[config.mk]
export PLATFORM = sky130hd
export DESIGN_NAME = angle_pwm_encoder
export DESIGN_NICKNAME = d
export VERILOG_FILES = /design/src/rtl/apwm_pkg.sv /design/src/rtl/apwm_sequencer.sv /design/src/rtl/apwm_level.sv /design/src/rtl/angle_pwm_encoder.sv
export SDC_FILE = /design/constraint.sdc
export NUM_CORES = 1
export LEC_CHECK = 0
export ABC_AREA = 1
export BUFFER_PORTS_ARGS = -buffer_cell sky130_fd_sc_hd__buf_2
export CAP_MARGIN = 0
export CORE_MARGIN = 1.5
export CORE_UTILIZATION = 50
export DETAILED_ROUTE_END_ITERATION = 7
export HOLD_SLACK_MARGIN = 0.03
export PLACE_DENSITY = 0.69
export SYNTH_ARGS = -nofsm -noshare
export SYNTH_HDL_FRONTEND = slang
export SYNTH_SLANG_ARGS = --single-unit
[constraint.sdc]
create_clock -name clk -period 2.9 [get_ports clk]
set_clock_uncertainty 0.05 [all_clocks]
set_input_delay 0.29 -clock clk [delete_from_list [all_inputs] [get_ports clk]]
set_output_delay 0.29 -clock clk [all_outputs]
set_load 0.01 [all_outputs]
[src/rtl/apwm_pkg.sv]
package apwm_pkg;
  typedef enum logic [1:0] {
    SEC_LEAD = 2'd0,
    SEC_FLT  = 2'd1,
    SEC_DATA = 2'd2,
    SEC_TAIL = 2'd3
  } sec_t;
endpackage

[src/rtl/apwm_sequencer.sv]
module apwm_sequencer
  import apwm_pkg::*;
#(
  parameter int ANGLE_W    = 12,
  parameter int LEAD_TICKS = 12,
  parameter int FLT_TICKS  = 4,
  parameter int TAIL_TICKS = 8
) (
  input  logic               clk,
  input  logic               rst,
  input  logic               tick_en,
  output sec_t               sec_o,
  output logic [ANGLE_W-1:0] pos_o,
  output logic               first_o
);
  localparam int DATA_TICKS = (1 << ANGLE_W) - 1;
  localparam logic [ANGLE_W-1:0] LEAD_LAST = ANGLE_W'(LEAD_TICKS - 1);
  localparam logic [ANGLE_W-1:0] FLT_LAST  = ANGLE_W'(FLT_TICKS - 1);
  localparam logic [ANGLE_W-1:0] DATA_LAST = ANGLE_W'(DATA_TICKS - 1);
  localparam logic [ANGLE_W-1:0] TAIL_LAST = ANGLE_W'(TAIL_TICKS - 1);

  sec_t               sec_q;
  logic [ANGLE_W-1:0] pos_q;
  logic [ANGLE_W-1:0] last;
  sec_t               sec_nx;

  always_comb begin
    unique case (sec_q)
      SEC_LEAD: begin last = LEAD_LAST; sec_nx = SEC_FLT;  end
      SEC_FLT:  begin last = FLT_LAST;  sec_nx = SEC_DATA; end
      SEC_DATA: begin last = DATA_LAST; sec_nx = SEC_TAIL; end
      default:  begin last = TAIL_LAST; sec_nx = SEC_LEAD; end
    endcase
  end

  always_ff @(posedge clk) begin
    if (rst) begin
      sec_q <= SEC_LEAD;
      pos_q <= '0;
    end else if (tick_en) begin
      if (pos_q == last) begin
        sec_q <= sec_nx;
        pos_q <= '0;
      end else begin
        pos_q <= pos_q + 1'b1;
      end
    end
  end

  assign sec_o   = sec_q;
  assign pos_o   = pos_q;
  assign first_o = (sec_q == SEC_LEAD) && (pos_q == '0);

  assert_wrap_R4: assert property (@(posedge clk) disable iff (rst)
    (tick_en && sec_q == SEC_TAIL && pos_q == TAIL_LAST) |=> (sec_q == SEC_LEAD && pos_q == '0));
  assert_lead_to_flt_R1: assert property (@(posedge clk) disable iff (rst)
    (tick_en && sec_q == SEC_LEAD && pos_q == LEAD_LAST) |=> (sec_q == SEC_FLT && pos_q == '0));
  assert_hold_pos_R9: assert property (@(posedge clk) disable iff (rst)
    !tick_en |=> ($stable(pos_q) && $stable(sec_q)));
endmodule

[src/rtl/apwm_level.sv]
module apwm_level
  import apwm_pkg::*;
#(
  parameter int ANGLE_W = 12
) (
  input  logic               clk,
  input  logic               rst,
  input  logic               tick_en,
  input  sec_t               sec_i,
  input  logic [ANGLE_W-1:0] pos_i,
  input  logic               first_i,
  input  logic [ANGLE_W-1:0] angle_i,
  input  logic               err_i,
  output logic               pwm_o,
  output logic               strobe_o
);
  logic [ANGLE_W-1:0] angle_q;
  logic               err_q;
  logic               level;

  always_comb begin
    unique case (sec_i)
      SEC_LEAD: level = 1'b1;
      SEC_FLT:  level = ~err_q;
      SEC_DATA: level = ~err_q && (pos_i < angle_q);
      default:  level = 1'b0;
    endcase
  end

  always_ff @(posedge clk) begin
    if (rst) begin
      angle_q  <= '0;
      err_q    <= 1'b0;
      pwm_o    <= 1'b0;
      strobe_o <= 1'b0;
    end else begin
      strobe_o <= tick_en && first_i;
      if (tick_en) begin
        pwm_o <= level;
        if (first_i) begin
          angle_q <= angle_i;
          err_q   <= err_i;
        end
      end
    end
  end

  assert_lead_high_R1: assert property (@(posedge clk) disable iff (rst)
    (tick_en && sec_i == SEC_LEAD) |=> pwm_o);
  assert_tail_low_R4: assert property (@(posedge clk) disable iff (rst)
    (tick_en && sec_i == SEC_TAIL) |=> !pwm_o);
  assert_fault_blanks_R5: assert property (@(posedge clk) disable iff (rst)
    (tick_en && sec_i == SEC_DATA && err_q) |=> !pwm_o);
  assert_pwm_hold_R9: assert property (@(posedge clk) disable iff (rst)
    !tick_en |=> $stable(pwm_o));
  assert_capture_only_first_R7: assert property (@(posedge clk) disable iff (rst)
    !(tick_en && first_i) |=> ($stable(angle_q) && $stable(err_q)));
endmodule

[src/rtl/angle_pwm_encoder.sv]
module angle_pwm_encoder
  import apwm_pkg::*;
#(
  parameter int ANGLE_W    = 12,
  parameter int LEAD_TICKS = 12,
  parameter int FLT_TICKS  = 4,
  parameter int TAIL_TICKS = 8
) (
  input  logic               clk,
  input  logic               rst,
  input  logic               tick_en,
  input  logic [ANGLE_W-1:0] angle_in,
  input  logic               err_in,
  output logic               pwm_out,
  output logic               frame_start
);
  sec_t               sec;
  logic [ANGLE_W-1:0] pos;
  logic               first;

  apwm_sequencer #(
    .ANGLE_W(ANGLE_W), .LEAD_TICKS(LEAD_TICKS),
    .FLT_TICKS(FLT_TICKS), .TAIL_TICKS(TAIL_TICKS)
  ) i_seq (
    .clk(clk), .rst(rst), .tick_en(tick_en),
    .sec_o(sec), .pos_o(pos), .first_o(first)
  );

  apwm_level #(.ANGLE_W(ANGLE_W)) i_lvl (
    .clk(clk), .rst(rst), .tick_en(tick_en),
    .sec_i(sec), .pos_i(pos), .first_i(first),
    .angle_i(angle_in), .err_i(err_in),
    .pwm_o(pwm_out), .strobe_o(frame_start)
  );

  assert_strobe_with_lead_R8: assert property (@(posedge clk) disable iff (rst)
    frame_start |-> pwm_out);
  assert_strobe_single_R8: assert property (@(posedge clk) disable iff (rst)
    frame_start |=> !frame_start);
  assert_reset_quiet_R10: assert property (@(posedge clk)
    rst |=> (!pwm_out && !frame_start));
endmodule

==> results of run 1 <==
## placed cells by master, fill, tap and decap left out, types with 2 or more instances in the layout
cell type and instances:
o21ai_0 3, dfxtp_1 29, nand2_2 2, a21oi_1 7, buf_2 17, nand3_1 9, xnor2_1 2, inv_1 37
o21ai_1 2, nor2_1 31, nor4_2 2, clkbuf_4 5, a211oi_2 13, nor3_1 6, ha_1 18, nand4_1 3
nor2_2 2, nand2_1 42
## power by group through the flow
stage | clock network, mW | registers [mW] | logic, mW
after floorplan | 0 | 0.438 | 0.106
after global placement | 0 | 0.438 | 0.127
after detailed placement | 0 | 0.439 | 0.130
after CTS | 0.359 | 0.429 | 0.130
after global routing | 0.372 | 0.431 | 0.149
final | 0.348 | 0.429 | 0.127
## critical path, stage by stage, from the launching register on
cell,delay [ns]
dfxtp_1,0.41
inv_1,0.12
ha_1,0.24
nor2_1,0.13
xnor2_1,0.08
nor3_1,0.19
nand3_1,0.17
nand2_1,0.37
o22ai_2,0.10
## synthesized netlist by cell type, types with 2 or more instances
| library cell | n |
|---|---|
| nand2_2 | 2 |
| nand2_1 | 42 |
| nor3_1 | 6 |
| nand3_1 | 9 |
| nor4_2 | 2 |
| buf_6 | 3 |
| o21ai_0 | 3 |
| nand4_1 | 3 |
| a211oi_2 | 13 |
| xnor2_1 | 2 |
| a21oi_1 | 7 |
| nor2_2 | 2 |
| nor2_1 | 31 |
| inv_1 | 37 |
| dfxtp_1 | 29 |
| ha_1 | 18 |
| o21ai_1 | 2 |
## worst min-delay path by stage
stage | startpoint | to | slack, ns | cells past startpoint
final | angle_in[4] | i_lvl.angle_q[4]$_SDFFE_PP0P_ | 0.18 | 3
after global routing | angle_in[0] | i_lvl.angle_q[0]$_SDFFE_PP0P_ | 0.18 | 3
after CTS | angle_in[1] | i_lvl.angle_q[1]$_SDFFE_PP0P_ | 0.17 | 3
after detailed placement | i_lvl.angle_q[0]$_SDFFE_PP0P_ | i_lvl.angle_q[0]$_SDFFE_PP0P_ | 0.41 | 2
after global placement | i_lvl.pwm_o$_SDFFE_PP0P_ | i_lvl.pwm_o$_SDFFE_PP0P_ | 0.40 | 2
after floorplan | i_lvl.angle_q[0]$_SDFFE_PP0P_ | i_lvl.angle_q[0]$_SDFFE_PP0P_ | 0.40 | 2
## layer usage
metal | routed length (um) | track usage (%) | up-vias
met5 | 0 | 0 | -
met4 | 59 | 7.50 | 0
met3 | 132 | 5.80 | 7
met2 | 1450 | 32.2 | 27
li1 | - | - | 765
met1 | 1510 | 21.6 | 633
## area by class of cell
type / count / share of cell area, %
Multi-Input combinational cell: 152 / 50.8
Timing Repair Buffer: 17 / 4.40
Clock inverter: 1 / 1.55
Sequential cell: 29 / 30.1
Tap cell: 46 / 2.98
Clock buffer: 7 / 2.85
Inverter: 38 / 7.38
## flip-flops by register name, indices dropped and copies added, names as in the netlist
| name | count |
|---|---|
| i_seq.sec_o | 2 |
| i_lvl.angle_q | 12 |
| i_seq.pos_o | 12 |
| i_lvl.pwm_o | 1 |
| i_lvl.strobe_o | 1 |
| i_lvl.err_q | 1 |
## kinds of logic after synthesis
group                    after synthesis  synth area share (%)
AND/OR/NAND/NOR                      102                  27.0
buffers and inverters                 43                  10.6
AO/OA/AOI/OAI                         29                  14.8
flip-flops                            29                  33.2
adder cells (fa/ha/maj)               18                  12.9
XOR/XNOR                               3                  1.50
## per-stage QoR
step           util (%)  cells
2_1_floorplan         -    224
3_3_place_gp       55.3    282
3_5_place_dp       55.3    282
4_1_cts            57.9    290
5_1_grt            57.9    290
6_report           57.9    290
==> flow_summary.yaml, run 1 <==
outcome:
  status: "finished clean"
detailed_routing:
  first_pass_iters: 4
  via_per_inst: 4.94
  route.final.wire_length_mm: 3.14
  drt_iter0_drc: 44
  route.antenna.remaining_nets: 0
  wire_per_inst_um: 10.8
  route.detailed.drc: 0
  routed-via-count: 1432
worst_setup_path:
  worst_setup_path_endpoint: "i_seq.sec_o[0]$_SDFFE_PP0P_"
  setup.worst_path.start_class: "flop"
  worst-endpoint-required_ns: 3.05
  worst_setup_path_end_kind: "flop"
  crit-reg2reg-capture: "i_seq.sec_o[0]$_SDFFE_PP0P_"
  critPathKind: "flop to flop"
  ff2ff_setup_slack_ns: 0.91
  critPathArrivalTime_ns: 2.14
  worst-path-max-fanout: 11
  crit_path_start: "i_seq.sec_o[0]$_SDFFE_PP0P_"
  timing.rr.start: "i_seq.sec_o[0]$_SDFFE_PP0P_"
  rr_worst_depth: 8
timing:
  achievable-frequency_ghz: 0.504
  final-hold-violation-count: 0
  finalHoldWorstSlack_ns: 0.180
  slew_viol_final: 0
  layout_setup_ws_ns: 0.914
  max_slew_margin_pct: 60.5
  totalNegativeSetupSlack_ns: 0
  setup_viol_count_final: 0
  unrepaired_setup_endpoints_after_global_routing: "false"
  min_period_over_period_pct: 68.5
  min_period_ns: 1.99
  tightestPinTransition_ns: 0.590
clock_network:
  post_cts_buffers: 0
  cts_resized: 0
  cts-hold-fix-buffers: 0
  cts-root-to-sink-buffers: 2
  clkTransAtPathRegs_ns: 0.09
  cts_sinks: 29
  clkLatencyLatePin_ns: 0.33
  cts_made_buffers: 5
  cts_tree: "done"
  htreeDepth: 2
  cts_root_buf: "clkbuf_4"
flow_run:
  maxCapViolCount: 0
synthesis:
  post-synth-top-area-fraction_pct: 33.2
  async_flop_share_pct: 0
  post_synth_inst_count: 224
  ys_seq_area_share_pct: 33.2
  ys_top_cells_by_area: "dfxtp_1 33%, ha_1 13%, a211oi_2 9.3%"
  synth_warnings: 0
  postSynthAreaPerCell_um2: 7.80
  number_of_nets_in_the_synthesized_netlist: 258
  number_of_flops_mapped_to_enable_cells_by_yosys: 0
  yosys_register_bits: 29
  postSynth.topFlopCell: "dfxtp_1"
  synthDominantAreaCellType: "dfxtp_1"
  netlist-cell-type-count: 30
  netlist_area_um2: 1750
pwr:
  power_switching_mw: 0.227
  power.static_leakage_nw: 0.862
  cell_internal_pwr_mw: 0.677
  switching_part_of_the_total_power_pct: 25.1
  clkPwrFrac_pct: 38.5
  pnr_total_power_mw: 0.904
  power_density_nw_per_um2: 468
  power_frac_seq_pct: 47.5
  share_comb_of_total_power_pct: 14.0
  vdd_drop_max_v: 0.000231
grt:
  antenna_violations_before_repair: 0
  globalRoute.totalOverflow: 0
  largest_net_degree_at_the_start_of_global_routing: 28
  grt_pass1_wl_mm: 5.70
  first_global_vias: 1343
  globalRouteTotalUtil_pct: 18.7
floorplan:
  initial_core_utilization_pct: 52.3
  total_i_o_pin_count: 18
  core_area_um2: 3340
  dieWidth_um: 62.1
  floorplan.die_area_um2: 3860
  fp-row-count: 21
  floorplan.die.height_um: 62.1
min_path:
  hold_path_class: "input pin to flop"
layout:
  drive_above_1_share_pct: 20.5
  final_antenna_diode_count: 0
  seqCellArea_um2: 581
  fillerInstances: 348
  final_net_count: 277
  area_growth_syn_to_layout_pct: 10.6
  final_area_um2: 1930
  total_area_of_multi_input_combinational_cells_um2: 981
place:
  detailed_place.area_um2: 1850
  gp_congestion: 0.865
  port_buffers: 17
  dpl.hpwl_mm: 2.41
  placement_stage_worst_setup_slack_ns: 0.936
No activity file was read; power rests on OpenSTA's default activity.
==> inputs of run 2 (changes only) <==
==> constraint.sdc (replaced) <==
create_clock -name clk -period 1.9 [get_ports clk]
set_clock_uncertainty 0.05 [all_clocks]
set_input_delay 0.19 -clock clk [delete_from_list [all_inputs] [get_ports clk]]
set_output_delay 0.19 -clock clk [all_outputs]
set_load 0.01 [all_outputs]
==> flow_summary.yaml, run 2 (synthesis results as in run 1) <==
outcome:
  status: "finished clean"
layout:
  drive_above_1_share_pct: 22.9
  final_antenna_diode_count: 0
  layout.cells.most_common_list: "42 x nand2_1, 37 x inv_1, 31 x nor2_1"
  final_net_count: 283
  area_growth_syn_to_layout_pct: 11.8
  mostFrequentLayoutCell: "nand2_1"
  fillerInstances: 331
  finish.cell_count_without_fillers: 295
clock_network:
  cts-root-to-sink-buffers: 2
  cts_tree: "done"
  cts_root_buf: "clkbuf_4"
  clkTransAtPathRegs_ns: 0.09
  clkLatencyLatePin_ns: 0.32
  cts_made_buffers: 5
  cts_sinks: 29
  htreeDepth: 2
  cts-hold-fix-buffers: 0
worst_setup_path:
  crit-reg2reg-capture: "i_seq.sec_o[0]$_SDFFE_PP0P_"
  rr_worst_depth: 9
  critPathArrivalTime_ns: 1.89
  timing.rr.start: "i_seq.sec_o[0]$_SDFFE_PP0P_"
  worst_setup_path_end_kind: "flop"
  crit_path_start: "i_seq.sec_o[0]$_SDFFE_PP0P_"
  ff2ff_setup_slack_ns: 0.17
  worst-endpoint-required_ns: 2.06
  critPathKind: "flop to flop"
  setup.worst_path.start_class: "flop"
  worst-path-max-fanout: 7
  worst_setup_path_endpoint: "i_seq.sec_o[0]$_SDFFE_PP0P_"
place:
  dpl.hpwl_mm: 2.49
  placement_stage_worst_setup_slack_ns: 0.0827
  port_buffers: 17
  placed_cells: 286
  gp_congestion: 0.835
flow_run:
  maxCapViolCount: 0
floorplan:
  dieWidth_um: 62.1
  initial_core_utilization_pct: 52.3
  floorplan.die.height_um: 62.1
  fp-row-count: 21
  floorplan.die_area_um2: 3860
  total_i_o_pin_count: 18
  core_area_um2: 3340
pwr:
  vdd_drop_max_v: 0.000358
  power.static_leakage_nw: 0.876
  power_density_nw_per_um2: 632
timing:
  max_slew_margin_pct: 74.8
  min_period_ns: 1.73
  slew_viol_final: 0
  achievable-frequency_ghz: 0.579
  layout_setup_ws_ns: 0.173
  unrepaired_setup_endpoints_after_global_routing: "false"
  min_period_over_period_pct: 90.9
  final-hold-violation-count: 0
  setup_viol_count_final: 0
  tightestPinTransition_ns: 0.375
  totalNegativeSetupSlack_ns: 0
detailed_routing:
  route.detailed.drc: 0
  drt_iter0_drc: 27
  wire_per_inst_um: 10.8
  route.final.wire_length_mm: 3.19
  route.antenna.remaining_nets: 0
  first_pass_iters: 4
  via_per_inst: 4.82
  routed-via-count: 1421
min_path:
  hold_path_class: "input pin to flop"
  holdCritStartpoint: "angle_in[3]"
grt:
  largest_net_degree_at_the_start_of_global_routing: 28
  first_global_vias: 1393
  grt_pass1_wl_mm: 5.73
  antenna_violations_before_repair: 0
  globalRouteTotalUtil_pct: 18.6
  globalRoute.totalOverflow: 0
-- run 2: critical path: stages (launching register included) --
cell and delay [ns]:
dfxtp_2 0.37, inv_1 0.10, ha_1 0.24, nor2_1 0.14
xnor2_1 0.10, nor3_2 0.14, nand3_1 0.15, nand2_1 0.11
buf_4 0.16, o22ai_2 0.06
-- run 2: layout make-up --
| class | instances | area, um^2 | area share (%) |
|---|---|---|---|
| multi-input cells | 152 | 986 | 50.5 |
| repair buffers | 23 | 130 | 6.66 |
| inverters | 38 | 143 | 7.30 |
| flip-flops and latches | 29 | 582 | 29.8 |
| clock buffers | 7 | 55.1 | 2.82 |
| well taps | 46 | 57.6 | 2.95 |
-- run 2: where the power goes --
part	internal [mW]	switching, mW	total [mW]
Sequential	0.642	0.0129	0.655
Clock	0.174	0.203	0.377
Combinational	0.0825	0.119	0.202
Total	0.899	0.335	1.23
-- run 2: how the worst min path moves through the flow --
| stage | to | cells after the start |
|---|---|---|
| CTS | i_lvl.angle_q[4]$_SDFFE_PP0P_ | 3 |
| global route | i_lvl.angle_q[9]$_SDFFE_PP0P_ | 2 |
| finish | i_lvl.angle_q[3]$_SDFFE_PP0P_ | 3 |
| floorplan | i_seq.pos_o[1]$_SDFFE_PP0P_ | 2 |
| detailed placement | i_lvl.pwm_o$_SDFFE_PP0P_ | 2 |
| global placement | i_lvl.angle_q[0]$_SDFFE_PP0P_ | 2 |
-- run 2: stage by stage --
stage | hold WS (ns) | cell area [um^2] | util, % | power (mW)
3_3_place_gp | 0.405 | 1880 | 56.2 | 0.869
2_1_floorplan | 0.300 | 1750 | - | 0.830
6_report | 0.0893 | 1950 | 58.5 | 1.23
4_1_cts | 0.0782 | 1930 | 57.9 | 1.26
5_1_grt | 0.0735 | 1950 | 58.5 | 1.31
3_5_place_dp | 0.405 | 1880 | 56.2 | 0.874
-- run 2: timing repair --
item                                    CTS  global route
resized for setup                         0             2
setup buffers                             0             2
hold endpoints to repair                  0             0
endpoints found under the setup margin    0            12
-- run 2: metal layers --
| metal | GRT usage, % | part of all wire, % | up-vias |
|---|---|---|---|
| li1 | - | - | 768 |
| met1 | 21.3 | 47 | 632 |
| met2 | 32.6 | 48 | 15 |
| met3 | 5.43 | 3.0 | 6 |
| met4 | 7.50 | 1.4 | 0 |
| met5 | 0 | 0 | - |
